## src/rtl/eewr_pkg.sv

```systemverilog
package eewr_pkg;
  typedef enum logic [1:0] {OP_NONE, OP_STATUS, OP_MEM} op_e;

  // top2 = two most significant address bits of the page
  function automatic logic addr_locked(input logic [1:0] bp, input logic [1:0] top2);
    case (bp)
      2'b01:   return top2 == 2'b11;
      2'b10:   return top2[1];
      2'b11:   return 1'b1;
      default: return 1'b0;
    endcase
  endfunction
endpackage

```

## src/rtl/eewr_prog_timer.sv

```systemverilog
module eewr_prog_timer #(
  parameter int PROG_CYCLES = 1000000,
  parameter int PAGE_BYTES  = 16,
  localparam int CNT_W = $clog2(PROG_CYCLES + 1),
  localparam int OFF_W = $clog2(PAGE_BYTES)
) (
  input  logic             clk_i,
  input  logic             rst_ni,
  input  logic             start_i,
  output logic             busy_o,
  output logic             done_o,
  output logic             slot_vld_o,
  output logic [OFF_W-1:0] slot_o
);
  localparam logic [CNT_W-1:0] LAST = CNT_W'(PROG_CYCLES - 1);
  localparam logic [CNT_W-1:0] NSLOT = CNT_W'(PAGE_BYTES);

  logic             busy_q;
  logic [CNT_W-1:0] cnt_q;

  always_ff @(posedge clk_i or negedge rst_ni) begin
    if (!rst_ni) begin
      busy_q <= 1'b0;
      cnt_q  <= '0;
    end else if (!busy_q) begin
      if (start_i) begin
        busy_q <= 1'b1;
        cnt_q  <= '0;
      end
    end else if (cnt_q == LAST) begin
      busy_q <= 1'b0;
    end else begin
      cnt_q <= cnt_q + 1'b1;
    end
  end

  assign busy_o     = busy_q;
  assign done_o     = busy_q && (cnt_q == LAST);
  assign slot_vld_o = busy_q && (cnt_q < NSLOT);
  assign slot_o     = cnt_q[OFF_W-1:0];

  assert_busy_span_R8: assert property (@(posedge clk_i) disable iff (!rst_ni)
    (busy_q && cnt_q != '0) |-> ($past(busy_q) && cnt_q == $past(cnt_q) + 1'b1));
endmodule

```

## src/rtl/eewr_page_buf.sv

```systemverilog
module eewr_page_buf #(
  parameter int PAGE_BYTES = 16,
  localparam int OFF_W = $clog2(PAGE_BYTES)
) (
  input  logic             clk_i,
  input  logic             rst_ni,
  input  logic             clear_i,
  input  logic [OFF_W-1:0] off_i,
  input  logic             push_i,
  input  logic [7:0]       data_i,
  input  logic [OFF_W-1:0] slot_i,
  output logic [7:0]       slot_data_o,
  output logic             slot_vld_o,
  output logic             any_o
);
  logic [OFF_W-1:0]      ptr_q;
  logic [PAGE_BYTES-1:0] mask_q;
  logic [7:0]            buf_q [PAGE_BYTES];

  always_ff @(posedge clk_i or negedge rst_ni) begin
    if (!rst_ni) begin
      ptr_q  <= '0;
      mask_q <= '0;
    end else if (clear_i) begin
      ptr_q  <= off_i;
      mask_q <= '0;
    end else if (push_i) begin
      ptr_q         <= ptr_q + 1'b1;  // wraps inside the page
      mask_q[ptr_q] <= 1'b1;
    end
  end

  for (genvar g = 0; g < PAGE_BYTES; g++) begin : g_slot
    always_ff @(posedge clk_i) begin
      if (push_i && !clear_i && ptr_q == OFF_W'(g)) buf_q[g] <= data_i;
    end
  end

  assign slot_data_o = buf_q[slot_i];
  assign slot_vld_o  = mask_q[slot_i];
  assign any_o       = |mask_q;

  assert_push_marks_R7: assert property (@(posedge clk_i) disable iff (!rst_ni)
    (push_i && !clear_i) |=> any_o);
endmodule

```

## src/rtl/eewr_array.sv

```systemverilog
module eewr_array #(
  parameter int ADDR_W = 9,
  localparam int DEPTH = 1 << ADDR_W
) (
  input  logic              clk_i,
  input  logic              rst_ni,
  input  logic              we_i,
  input  logic [ADDR_W-1:0] waddr_i,
  input  logic [7:0]        wdata_i,
  input  logic              re_i,
  input  logic [ADDR_W-1:0] raddr_i,
  output logic [7:0]        rdata_o
);
  // delivery content; no reset (nonvolatile)
  logic [7:0] mem_q [DEPTH] = '{default: 8'hFF};
  logic [7:0] rdata_q;

  always_ff @(posedge clk_i) begin
    if (we_i) mem_q[waddr_i] <= wdata_i;
  end

  always_ff @(posedge clk_i or negedge rst_ni) begin
    if (!rst_ni)   rdata_q <= '0;
    else if (re_i) rdata_q <= mem_q[raddr_i];
  end

  assign rdata_o = rdata_q;
endmodule

```

## src/rtl/eeprom_wr_ctrl.sv

```systemverilog
module eeprom_wr_ctrl
  import eewr_pkg::*;
#(
  parameter int ADDR_W      = 9,
  parameter int PAGE_BYTES  = 16,
  parameter int PROG_CYCLES = 1000000,
  localparam int OFF_W  = $clog2(PAGE_BYTES),
  localparam int PAGE_W = ADDR_W - OFF_W
) (
  input  logic              clk_i,
  input  logic              rst_ni,
  input  logic              wp_ni,
  input  logic              sel_rise_i,
  input  logic              frame_ok_i,
  input  logic              wren_i,
  input  logic              wrdi_i,
  input  logic              wrsr_i,
  input  logic [1:0]        bp_wr_i,
  input  logic              wr_start_i,
  input  logic [ADDR_W-1:0] wr_addr_i,
  input  logic              wr_byte_i,
  input  logic [7:0]        wr_data_i,
  input  logic              rd_en_i,
  input  logic [ADDR_W-1:0] rd_addr_i,
  output logic [7:0]        rd_data_o,
  output logic [7:0]        status_o
);
  logic              wel_q, wrdi_pend_q;
  op_e               op_q, run_op_q;
  logic [1:0]        bp_new_q;
  logic [PAGE_W-1:0] page_q;
  logic [1:0]        bp_q = 2'b00;  // nonvolatile, delivery value

  logic busy, done, slot_vld, any, buf_vld, idle, locked, can_commit;
  logic commit_sr, commit_mem, start;
  logic [OFF_W-1:0] slot;
  logic [7:0]       slot_data;

  assign idle       = !busy;
  assign locked     = addr_locked(bp_q, page_q[PAGE_W-1 -: 2]);
  assign can_commit = idle && sel_rise_i && frame_ok_i && wel_q && wp_ni;
  assign commit_sr  = can_commit && (op_q == OP_STATUS);
  assign commit_mem = can_commit && (op_q == OP_MEM) && any && !locked;
  assign start      = commit_sr || commit_mem;

  always_ff @(posedge clk_i or negedge rst_ni) begin
    if (!rst_ni) begin
      wel_q       <= 1'b0;
      wrdi_pend_q <= 1'b0;
      op_q        <= OP_NONE;
      run_op_q    <= OP_NONE;
      bp_new_q    <= '0;
      page_q      <= '0;
    end else if (done) begin
      wel_q <= 1'b0;
    end else if (idle) begin
      if (sel_rise_i) begin
        if (wrdi_pend_q) wel_q <= 1'b0;
        wrdi_pend_q <= 1'b0;
        op_q        <= OP_NONE;
        if (start) run_op_q <= commit_sr ? OP_STATUS : OP_MEM;
      end else begin
        if (wren_i) wel_q <= 1'b1;
        if (wrdi_i) wrdi_pend_q <= 1'b1;
        if (wrsr_i) begin
          op_q     <= OP_STATUS;
          bp_new_q <= bp_wr_i;
        end else if (wr_start_i) begin
          op_q   <= OP_MEM;
          page_q <= wr_addr_i[ADDR_W-1:OFF_W];
        end
      end
    end
  end

  always_ff @(posedge clk_i) begin
    if (done && run_op_q == OP_STATUS) bp_q <= bp_new_q;
  end

  eewr_prog_timer #(.PROG_CYCLES(PROG_CYCLES), .PAGE_BYTES(PAGE_BYTES)) u_timer (
    .clk_i, .rst_ni, .start_i(start), .busy_o(busy), .done_o(done),
    .slot_vld_o(slot_vld), .slot_o(slot)
  );

  eewr_page_buf #(.PAGE_BYTES(PAGE_BYTES)) u_buf (
    .clk_i, .rst_ni,
    .clear_i(idle && !sel_rise_i && wr_start_i && !wrsr_i),
    .off_i(wr_addr_i[OFF_W-1:0]),
    .push_i(idle && !sel_rise_i && wr_byte_i && op_q == OP_MEM),
    .data_i(wr_data_i), .slot_i(slot),
    .slot_data_o(slot_data), .slot_vld_o(buf_vld), .any_o(any)
  );

  eewr_array #(.ADDR_W(ADDR_W)) u_array (
    .clk_i, .rst_ni,
    .we_i(slot_vld && buf_vld && run_op_q == OP_MEM),
    .waddr_i({page_q, slot}), .wdata_i(slot_data),
    .re_i(rd_en_i && idle), .raddr_i(rd_addr_i), .rdata_o(rd_data_o)
  );

  assign status_o = {4'hF, bp_q, wel_q, busy};

  assert_wel_gate_R3: assert property (@(posedge clk_i) disable iff (!rst_ni)
    $rose(busy) |-> $past(wel_q));
  assert_wp_gate_R4: assert property (@(posedge clk_i) disable iff (!rst_ni)
    $rose(busy) |-> $past(wp_ni));
  assert_lock_gate_R5: assert property (@(posedge clk_i) disable iff (!rst_ni)
    ($rose(busy) && run_op_q == OP_MEM) |-> !$past(locked));
  assert_wel_clear_R8: assert property (@(posedge clk_i) disable iff (!rst_ni)
    $fell(busy) |-> !wel_q);
  assert_bp_hold_R10: assert property (@(posedge clk_i) disable iff (!rst_ni)
    !$stable(bp_q) |-> $fell(busy));
endmodule

```

## config.mk

```make
export PLATFORM = sky130hd
export DESIGN_NAME = eeprom_wr_ctrl
export DESIGN_NICKNAME = d
export VERILOG_FILES = /design/src/rtl/eewr_pkg.sv /design/src/rtl/eewr_prog_timer.sv /design/src/rtl/eewr_page_buf.sv /design/src/rtl/eewr_array.sv /design/src/rtl/eeprom_wr_ctrl.sv
export SDC_FILE = /design/constraint.sdc
export NUM_CORES = 2
export LEC_CHECK = 0
export BUFFER_PORTS_ARGS = -buffer_cell sky130_fd_sc_hd__buf_2
export CORE_ASPECT_RATIO = 1.4
export CORE_MARGIN = 2
export CORE_UTILIZATION = 45
export DETAILED_ROUTE_END_ITERATION = 8
export SLEW_MARGIN = 20
export SYNTH_ARGS = -nofsm -noshare
export SYNTH_HDL_FRONTEND = slang
export SYNTH_MEMORY_MAX_BITS = 65536
export SYNTH_SLANG_ARGS = --single-unit
export TNS_END_PERCENT = 10
```

## constraint.sdc

```tcl
create_clock -name clk_i -period 12.1 [get_ports clk_i]
set_clock_uncertainty 0.15 [all_clocks]
set_input_delay 1.21 -clock clk_i [delete_from_list [all_inputs] [get_ports clk_i]]
set_output_delay 1.21 -clock clk_i [all_outputs]
set_load 0.005 [all_outputs]
```

==> metrics.yaml <==
worst_setup_path:
  startpoint_type: "input port"
  critPathArrivalTime_ps: 6250
  cp_max_fo: 83
  criticalPathCategory: "in -> reg"
  required_ps: 12780
  endpoint_kind: "register"
  r2r_cells: 6
final_layout:
  drive_gt1_share_pct: 23.1
  multi_input_area_mm2: 0.0361
  area_growth_syn_to_layout_pct: 10.7
  regArea_mm2: 0.128
  fillers: 29300
  nNetsFinal: 8014
timing:
  max_freq_ghz: 0.179
  finalSetupViolations: 0
  slew_viol_final: 0
  post-route-min-period_ps: 5580
  setup_tns_ps: 0
  period_share_pct: 46.1
  timing.hold.ws_ps: 194
  rsz0062_at_grt: "false"
  slew_headroom_pct: 20.2
  hold_violations: 0
  worst_slew_pin_slew_ps: 1160
synth:
  syn_inst: 7813
  yosys.area.top_type: "edfxtp_1"
  postSynthAreaPerCell_um2: 21.5
  synth_area_leaders: "edfxtp_1, mux4_2, nor2_1"
  ys.flop_type: "edfxtp_1"
  yosysWarnings: 0
  ys_ff_latch: 4288
  synth_area_mm2: 0.168
  ys_types: 91
  yosysSeqAreaShare_pct: 76.6
  async_reset_ff_share_pct: 1.45
  netlist.area_leader.share_pct: 75.6
  synthMostInstantiatedCell: "edfxtp_1"
  synth_commonest_cells: "edfxtp_1, mux4_2, nor2_1, nand2_1, mux2i_1"
  synth_edf_count: 4226
routing:
  drt_iter0_markers: 9845
  routedWlPerCell_um: 35.4
  vias: 82600
  drc: 12
  postRouteAntennaNets: 0
  wl_um: 469000
  dr.pass1.iters: 9
  vias_per_cell: 6.23
clock_tree:
  cts_made_buffers: 400
  cts_tree: "yes"
  holdBufCountCts: 0
  clock_sink_count: 4288
  postCtsSetupBuffers: 0
  post_cts_resized: 0
  htree_levels: 5
  clock_latency_ps: 970
  clk_path_buf_depth: 4
  cts_root_buf: "clkbuf_16"
  clkTransAtPathRegs_ps: 70
outcome:
  violations: "DRC"
  status: "finished with violations"
global_routing:
  grt_pass1_vias: 83600
  antenna_found_initial: 23
  grt_usage_pct: 24.5
  grt_pass1_wl_um: 654000
  grt_max_degree: 236
  grt_overflow: 0
placement:
  place_hpwl_um: 281000
  numPortBuffers: 50
  place_congestion: 0.851
floorplanning:
  dieWidth_um: 520
  dieHeight_um: 726
  design.core.area_mm2: 0.372
  die-area_mm2: 0.378
  io_pins: 55
  rows: 265
  initial_core_util_pct: 45.1
min_path:
  hold_class: "in -> async"
flow_run:
  drv_cap: 0
power:
  power.density_mw_per_mm2: 160
  leakage_nw: 57.4
  power_mw: 29.7
  vdd_ir_drop_max_uv: 118
## cells by family (layout without fill, tap and decap cells)
kind of cell,count (synthesis),count (layout),synth area share (%)
adders and majority gates,8,8,0.0597
other,1,19,0.00224
xor gates and xnor gates,17,17,0.0888
buffers and inverters,497,977,2.07
AOI/OAI and AO/OA,522,522,2.21
muxes,1327,1327,16.1
DFF,4288,4288,76.6
and+or+nand+nor,1153,1153,2.87
## flip-flops by register name (all words and copies together) (netlist names), 4 cells and up
name	count
page_q	5
u_buf.mask_q	16
u_buf.buf_q	128
u_buf.ptr_q	4
u_timer.cnt_q	20
u_array.rdata_o	8
u_array.mem_q	4096
## report_power, final
part / switching, mW / total [mW] / internal (mW)
logic: 0.720 / 1.17 / 0.446
clock network: 5.60 / 12.5 / 6.92
registers: 0.00244 / 16.1 / 16.1
## per-layer routing
metal	vias to the layer above	track usage [%]	routed length [um]
met2	4104	41.7	240000
met1	44700	31.0	170000
met3	832	4.01	36300
met5	-	0	117
li1	32900	-	-
met4	16	11.3	23100
## layout by cell type, fill, tap and decap left out, types with 17 or more instances in the layout
cell type   count
nor3_1         38
mux2i_1       220
o221ai_1       50
o22ai_1        57
a22oi_1        71
buf_4         149
bufinv_16      34
nand4_1        20
mux2_2         24
buf_2          45
nand2_1       293
mux4_2       1027
mux4_1         48
a21o_1         18
clkinv_1       90
nor2_1        612
clkinvlp_4     26
and3_1         17
o21ai_0        45
a21oi_1        87
buf_12         24
a221oi_1       22
a31oi_1        29
dfrtp_1        61
edfxtp_1     4226
clkbuf_1       85
nand3_1        57
clkinv_2       65
clkbuf_16     404
## worst max-delay path: stages
cell and delay [ps]:
buf_12 490, buf_12 480, buf_12 590, mux4_2 590, a22o_1 250, a221oi_1 570, o22ai_1 160, o21ai_1 630
o311ai_0 570, o2bb2ai_1 270
## final cells by class
type,count,area share (%)
flip-flops and latches,4288,69.2
multi-input cells,3031,19.5
clock buffers,494,5.65
well taps,4939,3.33
clock inverters,237,1.22
repair buffers,230,1.11
inverters,16,0.0424
diodes,15,0.0202
## per-stage QoR
stage,cell area (um^2),std cells,util [%],setup slack (ps)
6_report,186000,13300,50.0,6520
4_1_cts,186000,13200,49.9,6600
2_1_floorplan,168000,7816,-,5820
3_3_place_gp,173000,12500,46.5,4490
5_1_grt,186000,13200,50.0,6480
3_5_place_dp,173000,12500,46.5,5570
## final timing paths
check                                             start                              end  slack [ps]
setup / recovery                           rd_addr_i[0]   u_array.rdata_o[7]$_DFFE_PN0P_        6520
hold / removal                                   rst_ni   u_array.rdata_o[0]$_DFFE_PN0P_         190
setup reg to reg           u_timer.cnt_q[0]$_DFFE_PN0P_  u_array.mem_q[230][3]$_DFFE_PP_        7120
hold reg to reg                 bp_new_q[0]$_DFFE_PN0P_                bp_q[0]$_DFFE_PP_         300
max in group asynchronous                        rst_ni     u_timer.cnt_q[0]$_DFFE_PN0P_       11020
min in group clk_i              bp_new_q[0]$_DFFE_PN0P_                bp_q[0]$_DFFE_PP_         300
No activity file was read; power rests on OpenSTA's default activity.
